## config.mk

```make
export PLATFORM = sky130hd
export DESIGN_NAME = flash_prog_seq
export DESIGN_NICKNAME = d
export VERILOG_FILES = /design/src/rtl/flash_seq_pkg.sv /design/src/rtl/flash_addr_map.sv /design/src/rtl/flash_chunk_len.sv /design/src/rtl/flash_prog_seq.sv
export SDC_FILE = /design/constraint.sdc
export NUM_CORES = 1
export LEC_CHECK = 0
export BUFFER_PORTS_ARGS = -buffer_cell sky130_fd_sc_hd__buf_2
export CORE_UTILIZATION = 64
export CTS_CLUSTER_DIAMETER = 80
export DETAILED_ROUTE_END_ITERATION = 7
export PLACE_DENSITY = 0.86
export SLEW_MARGIN = 0
export SYNTH_ARGS = -nofsm -noshare
export SYNTH_HDL_FRONTEND = slang
export SYNTH_HIERARCHICAL = 1
export SYNTH_SLANG_ARGS = --single-unit
export TNS_END_PERCENT = 1
```

## constraint.sdc

```tcl
create_clock -name clk -period 4.8 [get_ports clk]
set_clock_uncertainty 0.05 [all_clocks]
set_input_delay 0.96 -clock clk [delete_from_list [all_inputs] [get_ports clk]]
set_output_delay 0.96 -clock clk [all_outputs]
set_load 0.01 [all_outputs]
```

## src/rtl/flash_seq_pkg.sv

```systemverilog
package flash_seq_pkg;
  typedef enum logic [3:0] {
    S_IDLE, S_CALC, S_WREN_B, S_BANK_OP, S_BANK_VAL, S_BPOLL_GO, S_BPOLL_WAIT,
    S_WREN_P, S_PROG_OP, S_ADDR2, S_ADDR1, S_ADDR0, S_DATA, S_PPOLL_GO,
    S_PPOLL_WAIT, S_RESP
  } seq_state_t;
endpackage

```

## src/rtl/flash_addr_map.sv

```systemverilog
module flash_addr_map #(
  parameter int ADDR_W = 32,
  parameter longint unsigned TOTAL_BYTES = 64'h0400_0000,
  parameter bit DUAL = 1'b1,
  localparam int BANK_W = ADDR_W - 24
) (
  input  logic [ADDR_W-1:0] addr_i,
  output logic [ADDR_W-1:0] local_o,
  output logic              upper_o,
  output logic [BANK_W-1:0] bank_o
);
  localparam logic [ADDR_W-1:0] HALF = ADDR_W'(TOTAL_BYTES / 2);

  generate
    if (DUAL) begin : g_stacked
      assign upper_o = (addr_i >= HALF);
      assign local_o = upper_o ? (addr_i - HALF) : addr_i;
    end else begin : g_single
      assign upper_o = 1'b0;
      assign local_o = addr_i;
    end
  endgenerate

  assign bank_o = local_o[ADDR_W-1:24];
endmodule

```

## src/rtl/flash_chunk_len.sv

```systemverilog
module flash_chunk_len #(
  parameter int LEN_W = 16,
  parameter int PAGE_BYTES = 256,
  parameter int MAX_XFER = 0,
  localparam int PAGE_W = $clog2(PAGE_BYTES)
) (
  input  logic [PAGE_W-1:0] page_off_i,
  input  logic [LEN_W-1:0]  remain_i,
  output logic [LEN_W-1:0]  chunk_o
);
  logic [LEN_W-1:0] page_left, by_page;

  assign page_left = LEN_W'(PAGE_BYTES) - LEN_W'(page_off_i);
  assign by_page   = (remain_i < page_left) ? remain_i : page_left;

  generate
    if (MAX_XFER == 0) begin : g_nocap
      assign chunk_o = by_page;
    end else begin : g_cap
      assign chunk_o = (by_page > LEN_W'(MAX_XFER)) ? LEN_W'(MAX_XFER) : by_page;
    end
  endgenerate
endmodule

```

## src/rtl/flash_prog_seq.sv

```systemverilog
module flash_prog_seq
  import flash_seq_pkg::*;
#(
  parameter int ADDR_W = 32,
  parameter int LEN_W = 16,
  parameter int PAGE_BYTES = 256,
  parameter int MAX_XFER = 0,
  parameter longint unsigned TOTAL_BYTES = 64'h0400_0000,
  parameter bit DUAL = 1'b1,
  parameter logic [7:0] OP_WREN = 8'h06,
  parameter logic [7:0] OP_PROG = 8'h02,
  parameter logic [7:0] OP_BANKWR = 8'hC5,
  parameter logic [31:0] PROG_TIMEOUT = 32'd400000
) (
  input  logic              clk,
  input  logic              rst,
  input  logic              req_valid,
  output logic              req_ready,
  input  logic [ADDR_W-1:0] req_offset,
  input  logic [LEN_W-1:0]  req_len,
  input  logic              wr_valid,
  output logic              wr_ready,
  input  logic [7:0]        wr_data,
  output logic              resp_valid,
  output logic              resp_err,
  output logic              cmd_valid,
  input  logic              cmd_ready,
  output logic [7:0]        cmd_data,
  output logic              cmd_last,
  output logic              cs_upper,
  output logic              poll_start,
  output logic [31:0]       poll_limit,
  input  logic              poll_done,
  input  logic              poll_fail
);
  localparam int PAGE_W = $clog2(PAGE_BYTES);
  localparam int BANK_W = ADDR_W - 24;

  seq_state_t state;
  logic [ADDR_W-1:0] off_q;
  logic [LEN_W-1:0]  rem_q, chunk_q, cnt_q;
  logic [23:0]       local_q;
  logic [BANK_W-1:0] bank_new_q, bank_cur_q;
  logic              err_q;

  logic [ADDR_W-1:0] map_local;
  logic              map_upper;
  logic [BANK_W-1:0] map_bank;
  logic [LEN_W-1:0]  calc_chunk;

  flash_addr_map #(.ADDR_W(ADDR_W), .TOTAL_BYTES(TOTAL_BYTES), .DUAL(DUAL)) i_map (
    .addr_i(off_q), .local_o(map_local), .upper_o(map_upper), .bank_o(map_bank)
  );

  flash_chunk_len #(.LEN_W(LEN_W), .PAGE_BYTES(PAGE_BYTES), .MAX_XFER(MAX_XFER)) i_chunk (
    .page_off_i(off_q[PAGE_W-1:0]), .remain_i(rem_q), .chunk_o(calc_chunk)
  );

  always_ff @(posedge clk) begin
    if (rst) begin
      state      <= S_IDLE;
      off_q      <= '0;
      rem_q      <= '0;
      chunk_q    <= '0;
      cnt_q      <= '0;
      local_q    <= '0;
      bank_new_q <= '0;
      bank_cur_q <= '0;
      cs_upper   <= 1'b0;
      err_q      <= 1'b0;
    end else begin
      case (state)
        S_IDLE: if (req_valid) begin
          off_q <= req_offset;
          rem_q <= req_len;
          err_q <= 1'b0;
          state <= (req_len == '0) ? S_RESP : S_CALC;
        end
        S_CALC: begin
          local_q    <= map_local[23:0];
          bank_new_q <= map_bank;
          chunk_q    <= calc_chunk;
          cs_upper   <= map_upper;
          state      <= (map_bank != bank_cur_q) ? S_WREN_B : S_WREN_P;
        end
        S_WREN_B:   if (cmd_ready) state <= S_BANK_OP;
        S_BANK_OP:  if (cmd_ready) state <= S_BANK_VAL;
        S_BANK_VAL: if (cmd_ready) state <= S_BPOLL_GO;
        S_BPOLL_GO: state <= S_BPOLL_WAIT;
        S_BPOLL_WAIT: if (poll_done) begin
          if (poll_fail) begin
            err_q <= 1'b1;
            state <= S_RESP;
          end else begin
            bank_cur_q <= bank_new_q;
            state      <= S_WREN_P;
          end
        end
        S_WREN_P:  if (cmd_ready) state <= S_PROG_OP;
        S_PROG_OP: if (cmd_ready) state <= S_ADDR2;
        S_ADDR2:   if (cmd_ready) state <= S_ADDR1;
        S_ADDR1:   if (cmd_ready) state <= S_ADDR0;
        S_ADDR0: if (cmd_ready) begin
          cnt_q <= chunk_q;
          state <= S_DATA;
        end
        S_DATA: if (cmd_ready && wr_valid) begin
          cnt_q <= cnt_q - 1'b1;
          if (cnt_q == LEN_W'(1)) state <= S_PPOLL_GO;
        end
        S_PPOLL_GO: state <= S_PPOLL_WAIT;
        S_PPOLL_WAIT: if (poll_done) begin
          if (poll_fail) begin
            err_q <= 1'b1;
            state <= S_RESP;
          end else begin
            off_q <= off_q + ADDR_W'(chunk_q);
            rem_q <= rem_q - chunk_q;
            state <= (rem_q == chunk_q) ? S_RESP : S_CALC;
          end
        end
        S_RESP:  state <= S_IDLE;
        default: state <= S_IDLE;
      endcase
    end
  end

  always_comb begin
    cmd_valid = 1'b1;
    cmd_data  = 8'h00;
    cmd_last  = 1'b0;
    case (state)
      S_WREN_B, S_WREN_P: begin cmd_data = OP_WREN; cmd_last = 1'b1; end
      S_BANK_OP:  cmd_data = OP_BANKWR;
      S_BANK_VAL: begin cmd_data = 8'(bank_new_q); cmd_last = 1'b1; end
      S_PROG_OP:  cmd_data = OP_PROG;
      S_ADDR2:    cmd_data = local_q[23:16];
      S_ADDR1:    cmd_data = local_q[15:8];
      S_ADDR0:    cmd_data = local_q[7:0];
      S_DATA: begin
        cmd_valid = wr_valid;
        cmd_data  = wr_data;
        cmd_last  = (cnt_q == LEN_W'(1));
      end
      default: cmd_valid = 1'b0;
    endcase
  end

  assign req_ready  = (state == S_IDLE);
  assign wr_ready   = (state == S_DATA) && cmd_ready;
  assign resp_valid = (state == S_RESP);
  assign resp_err   = err_q;
  assign poll_start = (state == S_BPOLL_GO) || (state == S_PPOLL_GO);
  assign poll_limit = PROG_TIMEOUT;

  logic [LEN_W:0] page_end;
  assign page_end = {1'b0, chunk_q} + (LEN_W+1)'(off_q[PAGE_W-1:0]);

  AST_CHUNK_IN_PAGE: assert property (@(posedge clk) disable iff (rst)
    (state == S_PROG_OP) |-> (chunk_q != '0 && chunk_q <= rem_q && page_end <= (LEN_W+1)'(PAGE_BYTES)));
  AST_CHUNK_CAPPED: assert property (@(posedge clk) disable iff (rst)
    (state == S_PROG_OP && MAX_XFER != 0) |-> (chunk_q <= LEN_W'(MAX_XFER)));
  AST_UPPER_AT_CALC: assert property (@(posedge clk) disable iff (rst)
    (cs_upper != $past(cs_upper)) |-> ($past(state) == S_CALC));
  AST_BANK_ON_CHANGE: assert property (@(posedge clk) disable iff (rst)
    (state == S_BANK_OP) |-> (bank_new_q != bank_cur_q));
  AST_CACHE_AFTER_OK: assert property (@(posedge clk) disable iff (rst)
    (bank_cur_q != $past(bank_cur_q)) |-> $past(state == S_BPOLL_WAIT && poll_done && !poll_fail));
  AST_WREN_FIRST: assert property (@(posedge clk) disable iff (rst)
    (state == S_PROG_OP && $past(state) != S_PROG_OP) |-> ($past(state) == S_WREN_P));
  AST_STOP_ON_FAIL: assert property (@(posedge clk) disable iff (rst)
    (poll_done && poll_fail && (state == S_PPOLL_WAIT || state == S_BPOLL_WAIT))
      |=> (resp_valid && resp_err && !cmd_valid));
  AST_ZERO_LEN: assert property (@(posedge clk) disable iff (rst)
    (req_valid && req_ready && req_len == '0) |=> (resp_valid && !resp_err && !cmd_valid));
endmodule

```

==> results of run 1 <==
critical path, delay by kind of cell (launching register included):
family          cells  cell delay, ns
compound gates      3            1.30
simple gates        2            0.99
flops               1            0.88
buf+inv             1            0.23
power breakdown:
group / total [uW] / switching [uW] / internal, uW
clock: 1240 / 526 / 718
sequential: 1670 / 395 / 1270
combinational: 3090 / 1840 / 1250
total: 6000 / 2760 / 3240
how the worst max path moves through the flow:
stage / start / end / depth (start not counted)
after global placement: req_valid / off_q[27] / 7
final: state[3] / rem_q[13] / 6
after detailed placement: req_valid / off_q[27] / 7
after floorplan: state[1] / cmd_data[1] / 7
after CTS: state[3] / rem_q[13] / 6
after global routing: state[3] / rem_q[13] / 6
per-layer routing:
layer  part of all wire  wire length, um
met4              0.025              645
met2               0.45            11600
met5                  0                0
met1               0.43            10900
met3              0.093             2370
placed cells by master (no fill, tap or decap), drive strengths merged, types with 6 or more instances in the layout:
cell / n
nand2: 210
dfxtp: 126
a21oi: 125
nor2: 102
buf: 90
o21ai: 79
inv: 47
ha: 43
conb: 39
nand3: 37
nor3: 33
mux2i: 24
a211oi: 21
xor2: 20
nor4: 18
a31oi: 17
clkbuf: 17
xnor2: 16
and3: 13
or3: 13
a21o: 12
a22oi: 11
o211ai: 11
a311oi: 11
and2: 10
nor2b: 8
nand4: 8
nand2b: 6
o31ai: 6
nor3b: 6
registers in the layout (all words and copies together) (netlist names):
signal / flops
local_q: 24
cnt_q: 16
bank_new_q: 8
off_q: 32
chunk_q: 16
resp_err: 1
bank_cur_q: 8
rem_q: 16
state: 4
cs_upper: 1
area by class of cell:
cell class                 count  area [sq um]  share of cell area
multi-input combinational    978          5740               0.592
sequential                   126          2520               0.260
tap                          180           225              0.0232
inverter                      41           154              0.0159
timing repair buffer          90           495              0.0511
clock inverter                14           135              0.0139
clock buffer                  17           425              0.0439
per-stage QoR:
step	area [sq um]	hold slack [ns]	setup WS (ns)	std cells	utilization
after detailed placement	9140	0.399	1.29	1415	0.661
after CTS	9700	0.408	1.26	1446	0.701
after global placement	9140	0.392	1.35	1415	0.661
after global routing	9700	0.424	0.971	1446	0.701
after floorplan	9170	0.386	2.11	1278	-
final	9700	0.406	1.16	1446	0.701
==> flow_summary.yaml, run 1 <==
worst_hold_path:
  whs_endpoint: "cs_upper"
  hp-start: "cs_upper"
  holdPathStages: 2
  hold_class: "flop to flop"
worst_setup_path:
  r2r_slack_ns: 1.16
  crit_required_ns: 5.00
  crit_arrival_ns: 3.84
  worst_r2r_path_depth: 6
  endpoint_kind: "flop"
  critical-path-slowest-cell: "dfxtp_1"
  worst-setup-path-type: "flop to flop"
  cp_cell_sequence: "inv_2, or3_2, o21ai_4, nor2_1, a221oi_1, a211oi_1"
  cp_max_fo: 37
  cpPeakStageDelay_ns: 0.88
  reg2reg_from: "state[3]"
  startpoint_type: "flop"
  worstReg2RegEnd: "rem_q[13]"
clock_network:
  cts_tree: "yes"
  cts_hold_buf: 0
  clkLatencyLatePin_ns: 0.42
  htree_num_levels: 4
  clock_sinks: 126
  cts_made_buffers: 17
  ctsResizeCount: 0
  cts-root-buf: "clkbuf_16"
  cts_setup_buffers: 0
  clk_pin_slew_worst_paths_ns: 0.06
  clockBufferDepth: 2
detailed_routing:
  wire_per_inst_um: 17.6
  drt-total-wl_mm: 25.5
  first_pass_iters: 6
  drc: 0
  vias: 9181
  drtIter0Drc: 1228
  via_per_inst: 6.35
  antenna_left: 0
floorplanning:
  ios: 111
  core_area_sq_mm: 0.0138
  die-area_sq_mm: 0.0146
  rows: 43
  die_w_um: 121
  start_util: 0.654
  die_y_um: 121
power:
  total_power_uw: 6000
  power_leakage_uw: 0.00390
  power.density_mw_per_mm2: 619
  vdd_drop_max_uv: 383
global_routing:
  grt_overflow: 0
  grt_pass1_vias: 8390
  grt_util_met3: 0.0703
  grtUsageMet2: 0.571
  grt_max_degree: 98
  grtUsageMet1: 0.483
  grt.total_usage: 0.361
  grt_pass1_wl_mm: 41.6
  antenna_found_initial: 0
  grt.busiest_layer: "met2"
timing:
  tightest_slew_ns: 1.10
  drv_slew: 0
  tns_ns: 0
  setup_violations: 0
  rsz0062_at_grt: "no"
  post-route-period-util: 0.758
  slew_headroom: 0.266
  clock.fmax_mhz: 275
  hold_viol: 0
  period_minus_slack_ns: 3.64
placed_design:
  place.gp.congestion: 0.990
  dp_hpwl_mm: 17.9
  port_buffers: 78
synth:
  netlist_instances: 1242
  ys_warn_count: 6
  synth_area_sq_mm: 0.00904
  postSynthAreaPerCell_sq_um: 7.28
layout:
  area_growth_pct: 7.34
  num-nets-final: 1362
  layout-drive-gt1-share: 0.114
  diodes: 0
  fillers: 1167
run_status:
  status: "finished clean"
job:
  drv_cap: 0
No activity file was read; power rests on OpenSTA's default activity.
==> run 2: changes to the inputs <==
- CORE_UTILIZATION: 64 -> 60
- PLACE_DENSITY: 0.86 -> 0.81
- clock period: 4.8 -> 3.69 ns (I/O delays scaled with it)
==> flow_summary.yaml, run 2 (same netlist as run 1, synthesis figures left out) <==
detailed_routing:
  drc: 0
  via_per_inst: 6.23
  first_pass_iters: 5
  vias: 9073
  drt-total-wl_mm: 26.0
  antenna_left: 0
  wire_per_inst_um: 17.9
  drtIter0Drc: 959
global_routing:
  grt.total_usage: 0.334
  grt_pass1_wl_mm: 41.5
  antenna_found_initial: 0
  grt_pass1_vias: 8099
  grt_overflow: 0
  grt_max_degree: 63
clock_network:
  cts_made_buffers: 17
  clkLatencyLatePin_ns: 0.43
  cts-root-buf: "clkbuf_16"
  htree_num_levels: 4
  clk_pin_slew_worst_paths_ns: 0.06
  clockBufferDepth: 2
  clock_sinks: 126
  cts_tree: "yes"
  ctsResizeCount: 0
  cts_hold_buf: 0
  cts_setup_buffers: 0
floorplanning:
  ios: 111
  rows: 44
  core_area_sq_mm: 0.0146
  die_w_um: 125
  start_util: 0.619
  die_y_um: 125
  die-area_sq_mm: 0.0156
layout:
  diodes: 0
  final_cells: 1457
  num-nets-final: 1369
  fin_area_sq_mm: 0.00980
  area_growth_pct: 8.40
  seq_area_sq_mm: 0.00252
  layout-drive-gt1-share: 0.118
  multi_input_area_sq_mm: 0.00574
  layout_common_cells: "nand2_1 (209), dfxtp_1 (126), a21oi_1 (124)"
  reg_top3: "off_q (32), local_q (24)"
  largest_reg_flops: 32
  regMostFlops: "off_q"
  postLayoutCoreUtil: 0.671
  fillers: 1308
  final_common_cell: "nand2_1"
worst_hold_path:
  hold_class: "flop to flop"
placed_design:
  place.gp.congestion: 0.983
  place_inst: 1426
  post_dp_cell_area_sq_mm: 0.00921
  dp_hpwl_mm: 18.5
  port_buffers: 78
worst_setup_path:
  path_delay_family: "simple AND/OR/NAND/NOR gates"
  crit_arrival_ns: 2.50
  cp_cell_sequence: "nor2b_1, nand2_1, nor2_1, a221oi_1, o21ai_0, buf_2"
  critical-path-slowest-cell: "dfxtp_1"
  cpPeakStageDelay_ns: 0.71
  endpoint_kind: "output pin"
  crit_required_ns: 2.90
  worst-setup-path-type: "flop to output pin"
  critPathBufInv: 1
  startpoint_type: "flop"
  cp_max_fo: 21
power:
  power.density_mw_per_mm2: 812
  total_power_uw: 7950
  vdd_drop_max_uv: 611
  power_leakage_uw: 0.00396
timing:
  post-route-period-util: 0.890
  slew_headroom: 0.492
  setup_violations: 0
  tns_ns: 0
  period_minus_slack_ns: 3.29
  rsz0062_at_grt: "no"
  tightest_slew_ns: 0.760
  clock.fmax_mhz: 304
  drv_slew: 0
  hold_viol: 0
run_status:
  status: "finished clean"
job:
  drv_cap: 0
-- run 2: changes by cell type in the layout (fill, tap and decap cells not counted), moves of 2 or more --
cell,change
buf_4,+6
clkbuf_1,+2
clkbuf_8,+3
clkinvlp_4,-2
inv_6,-6
-- run 2: path summary, 6_finish.rpt --
| path | startpoint | end | slack (ns) | depth (start not counted) |
|---|---|---|---|---|
| setup / recovery | state[2] | cmd_data[1] | 0.40 | 6 |
| hold / removal | cs_upper | cs_upper | 0.40 | 2 |
| setup reg to reg | state[1] | rem_q[11] | 0.62 | 8 |
| hold reg to reg | cs_upper | cs_upper | 0.40 | 2 |
-- run 2: per-layer routing --
metal / track usage / vias up / wire length, um
met4: 0.0943 / 0 / 489
met2: 0.533 / 436 / 11800
li1: - / 4373 / -
met5: 0 / - / 0
met1: 0.449 / 4211 / 11500
met3: 0.0760 / 53 / 2260
-- run 2: worst register-to-register path, cell delays in order (launching register included) --
cell and delay (ns):
dfxtp_1 0.72, nand2_2 0.23, or3_2 0.48, buf_4 0.35, o21ai_4 0.28, buf_4 0.42
nand2_1 0.12, a221o_1 0.30, nor2_1 0.07
-- run 2: final cells by class --
| class | instances | share of cell area |
|---|---|---|
| inverter | 41 | 0.0157 |
| clock inverter | 9 | 0.0114 |
| clock buffer | 22 | 0.0484 |
| multi-input combinational | 978 | 0.586 |
| tap | 184 | 0.0235 |
| timing repair buffer | 97 | 0.0572 |
| sequential | 126 | 0.258 |
-- run 2: through the flow --
| step | hold slack, ns | worst slack [ns] |
|---|---|---|
| 2_1_floorplan | 0.386 | 1.08 |
| 3_3_place_gp | 0.391 | 0.764 |
| 3_5_place_dp | 0.398 | 0.705 |
| 4_1_cts | 0.405 | 0.400 |
| 5_1_grt | 0.427 | 0.111 |
| 6_report | 0.401 | 0.405 |
-- run 2: where the power goes --
part | switching (uW) | leakage, uW | internal (uW) | total, uW
clock | 645 | 0.000282 | 1040 | 1690
sequential | 486 | 0.00103 | 1650 | 2140
combinational | 2450 | 0.00265 | 1670 | 4120
==> run 3: changes to the inputs <==
- CORE_UTILIZATION: 60 -> 64
- PLACE_DENSITY: 0.81 -> 0.86
- clock period: 3.69 -> 3.8 ns (I/O delays scaled with it)
==> flow_summary.yaml, run 3 (same netlist as run 1, synthesis figures left out) <==
layout:
  regMostFlops: "off_q"
  layout_common_cells: "nand2_1 (209), dfxtp_1 (126), a21oi_1 (124)"
  fin_area_sq_mm: 0.00979
  layout-drive-gt1-share: 0.116
  diodes: 0
  reg_top3: "off_q (32), local_q (24)"
  area_growth_pct: 8.36
  fillers: 1134
  largest_reg_flops: 32
  final_common_cell: "nand2_1"
  num-nets-final: 1369
detailed_routing:
  first_pass_iters: 8
  wire_per_inst_um: 17.9
  vias: 9240
  via_per_inst: 6.36
  drtIter0Drc: 1006
  antenna_left: 0
  drt-total-wl_mm: 26.0
  drc: 0
floorplanning:
  die-area_sq_mm: 0.0146
  rows: 43
  core_area_sq_mm: 0.0138
  die_y_um: 121
  die_w_um: 121
  start_util: 0.654
  ios: 111
placed_design:
  port_buffers: 78
  dp_hpwl_mm: 18.2
  post_dp_cell_area_sq_mm: 0.00918
  place.gp.congestion: 1.00
  place_ws_ns: 0.856
worst_setup_path:
  crit_arrival_ns: 2.30
  crit_path_start: "state[1]"
  crit_required_ns: 2.99
  endpoint_kind: "output pin"
  worstReg2RegEnd: "off_q[18]"
  worst_r2r_path_depth: 10
  crit_end: "cmd_data[0]"
  cp_max_fo: 19
  reg2reg_from: "off_q[0]"
  startpoint_type: "flop"
  r2r_slack_ns: 0.82
  worst-setup-path-type: "flop to output pin"
power:
  power_leakage_uw: 0.00396
  p_int_uw: 4310
  vdd_drop_max_uv: 571
  total_power_uw: 7800
  p_sw_frac: 0.447
  switchingPower_uw: 3480
  clkPwrFrac: 0.221
  comb_power_share: 0.516
  seqPwrFrac: 0.262
  power.density_mw_per_mm2: 796
global_routing:
  antenna_found_initial: 0
  grt_max_degree: 72
  grt.total_usage: 0.360
  grt_pass1_vias: 8302
  grt_pass1_wl_mm: 41.2
  grt_overflow: 0
timing:
  post-route-period-util: 0.817
  clock.fmax_mhz: 322
  tns_ns: 0
  setup_violations: 0
  rsz0062_at_grt: "no"
  tightest_slew_ns: 0.942
  period_minus_slack_ns: 3.11
  drv_slew: 0
  slew_headroom: 0.366
  hold_ws_ns: 0.403
  worst_slack_ns: 0.695
  hold_viol: 0
clock_network:
  ctsResizeCount: 0
  cts_made_buffers: 17
  cts_tree: "yes"
  clk_pin_slew_worst_paths_ns: 0.06
  clock_sinks: 126
  htree_num_levels: 4
  cts-root-buf: "clkbuf_16"
  cts_setup_buffers: 0
  clkLatencyLatePin_ns: 0.42
  cts_hold_buf: 0
  clockBufferDepth: 2
job:
  drv_cap: 0
run_status:
  status: "finished clean"
worst_hold_path:
  hold_class: "flop to flop"
run 3: how the worst min path moves through the flow:
| stage | to | cells past startpoint | startpoint |
|---|---|---|---|
| global route | cs_upper | 2 | cs_upper |
| detailed placement | cs_upper | 2 | cs_upper |
| finish | cs_upper | 2 | cs_upper |
| floorplan | local_q[11] | 2 | local_q[11] |
| global placement | local_q[11] | 2 | local_q[11] |
| CTS | cs_upper | 2 | cs_upper |
run 3: power groups by stage:
| stage | logic, uW | clock network [uW] | registers, uW |
|---|---|---|---|
| floorplan | 3260 | 0 | 1860 |
| global placement | 3800 | 0 | 2040 |
| detailed placement | 3890 | 0 | 2050 |
| CTS | 3940 | 1730 | 2020 |
| global route | 4420 | 1780 | 2080 |
| finish | 4030 | 1720 | 2050 |
run 3: worst max-delay path: stages (launching register included):
cell and delay [ns]:
dfxtp_1 0.33, buf_4 0.21, nor2b_1 0.36, nand2_1 0.14, nor2_1 0.40, a221oi_1 0.16
o21ai_0 0.12, buf_2 0.16
run 3: per-stage QoR:
| stage | utilization | cells |
|---|---|---|
| after CTS | 0.708 | 1453 |
| after global routing | 0.708 | 1453 |
| after detailed placement | 0.664 | 1422 |
| final | 0.708 | 1453 |
| after global placement | 0.664 | 1422 |
| after floorplan | - | 1278 |
run 3: cell type report:
class                      count  area (sq um)  area share
multi-input combinational    978          5740       0.586
tap                          180           225      0.0230
sequential                   126          2520       0.258
inverter                      41           154      0.0157
clock inverter                10           163      0.0166
timing repair buffer          97           536      0.0547
clock buffer                  21           450      0.0460
run 3: routing by layer:
layer  track usage  wire length, um
met2         0.567            11700
met3        0.0745             2460
met5             0                0
met1         0.478            11000
met4         0.149              819
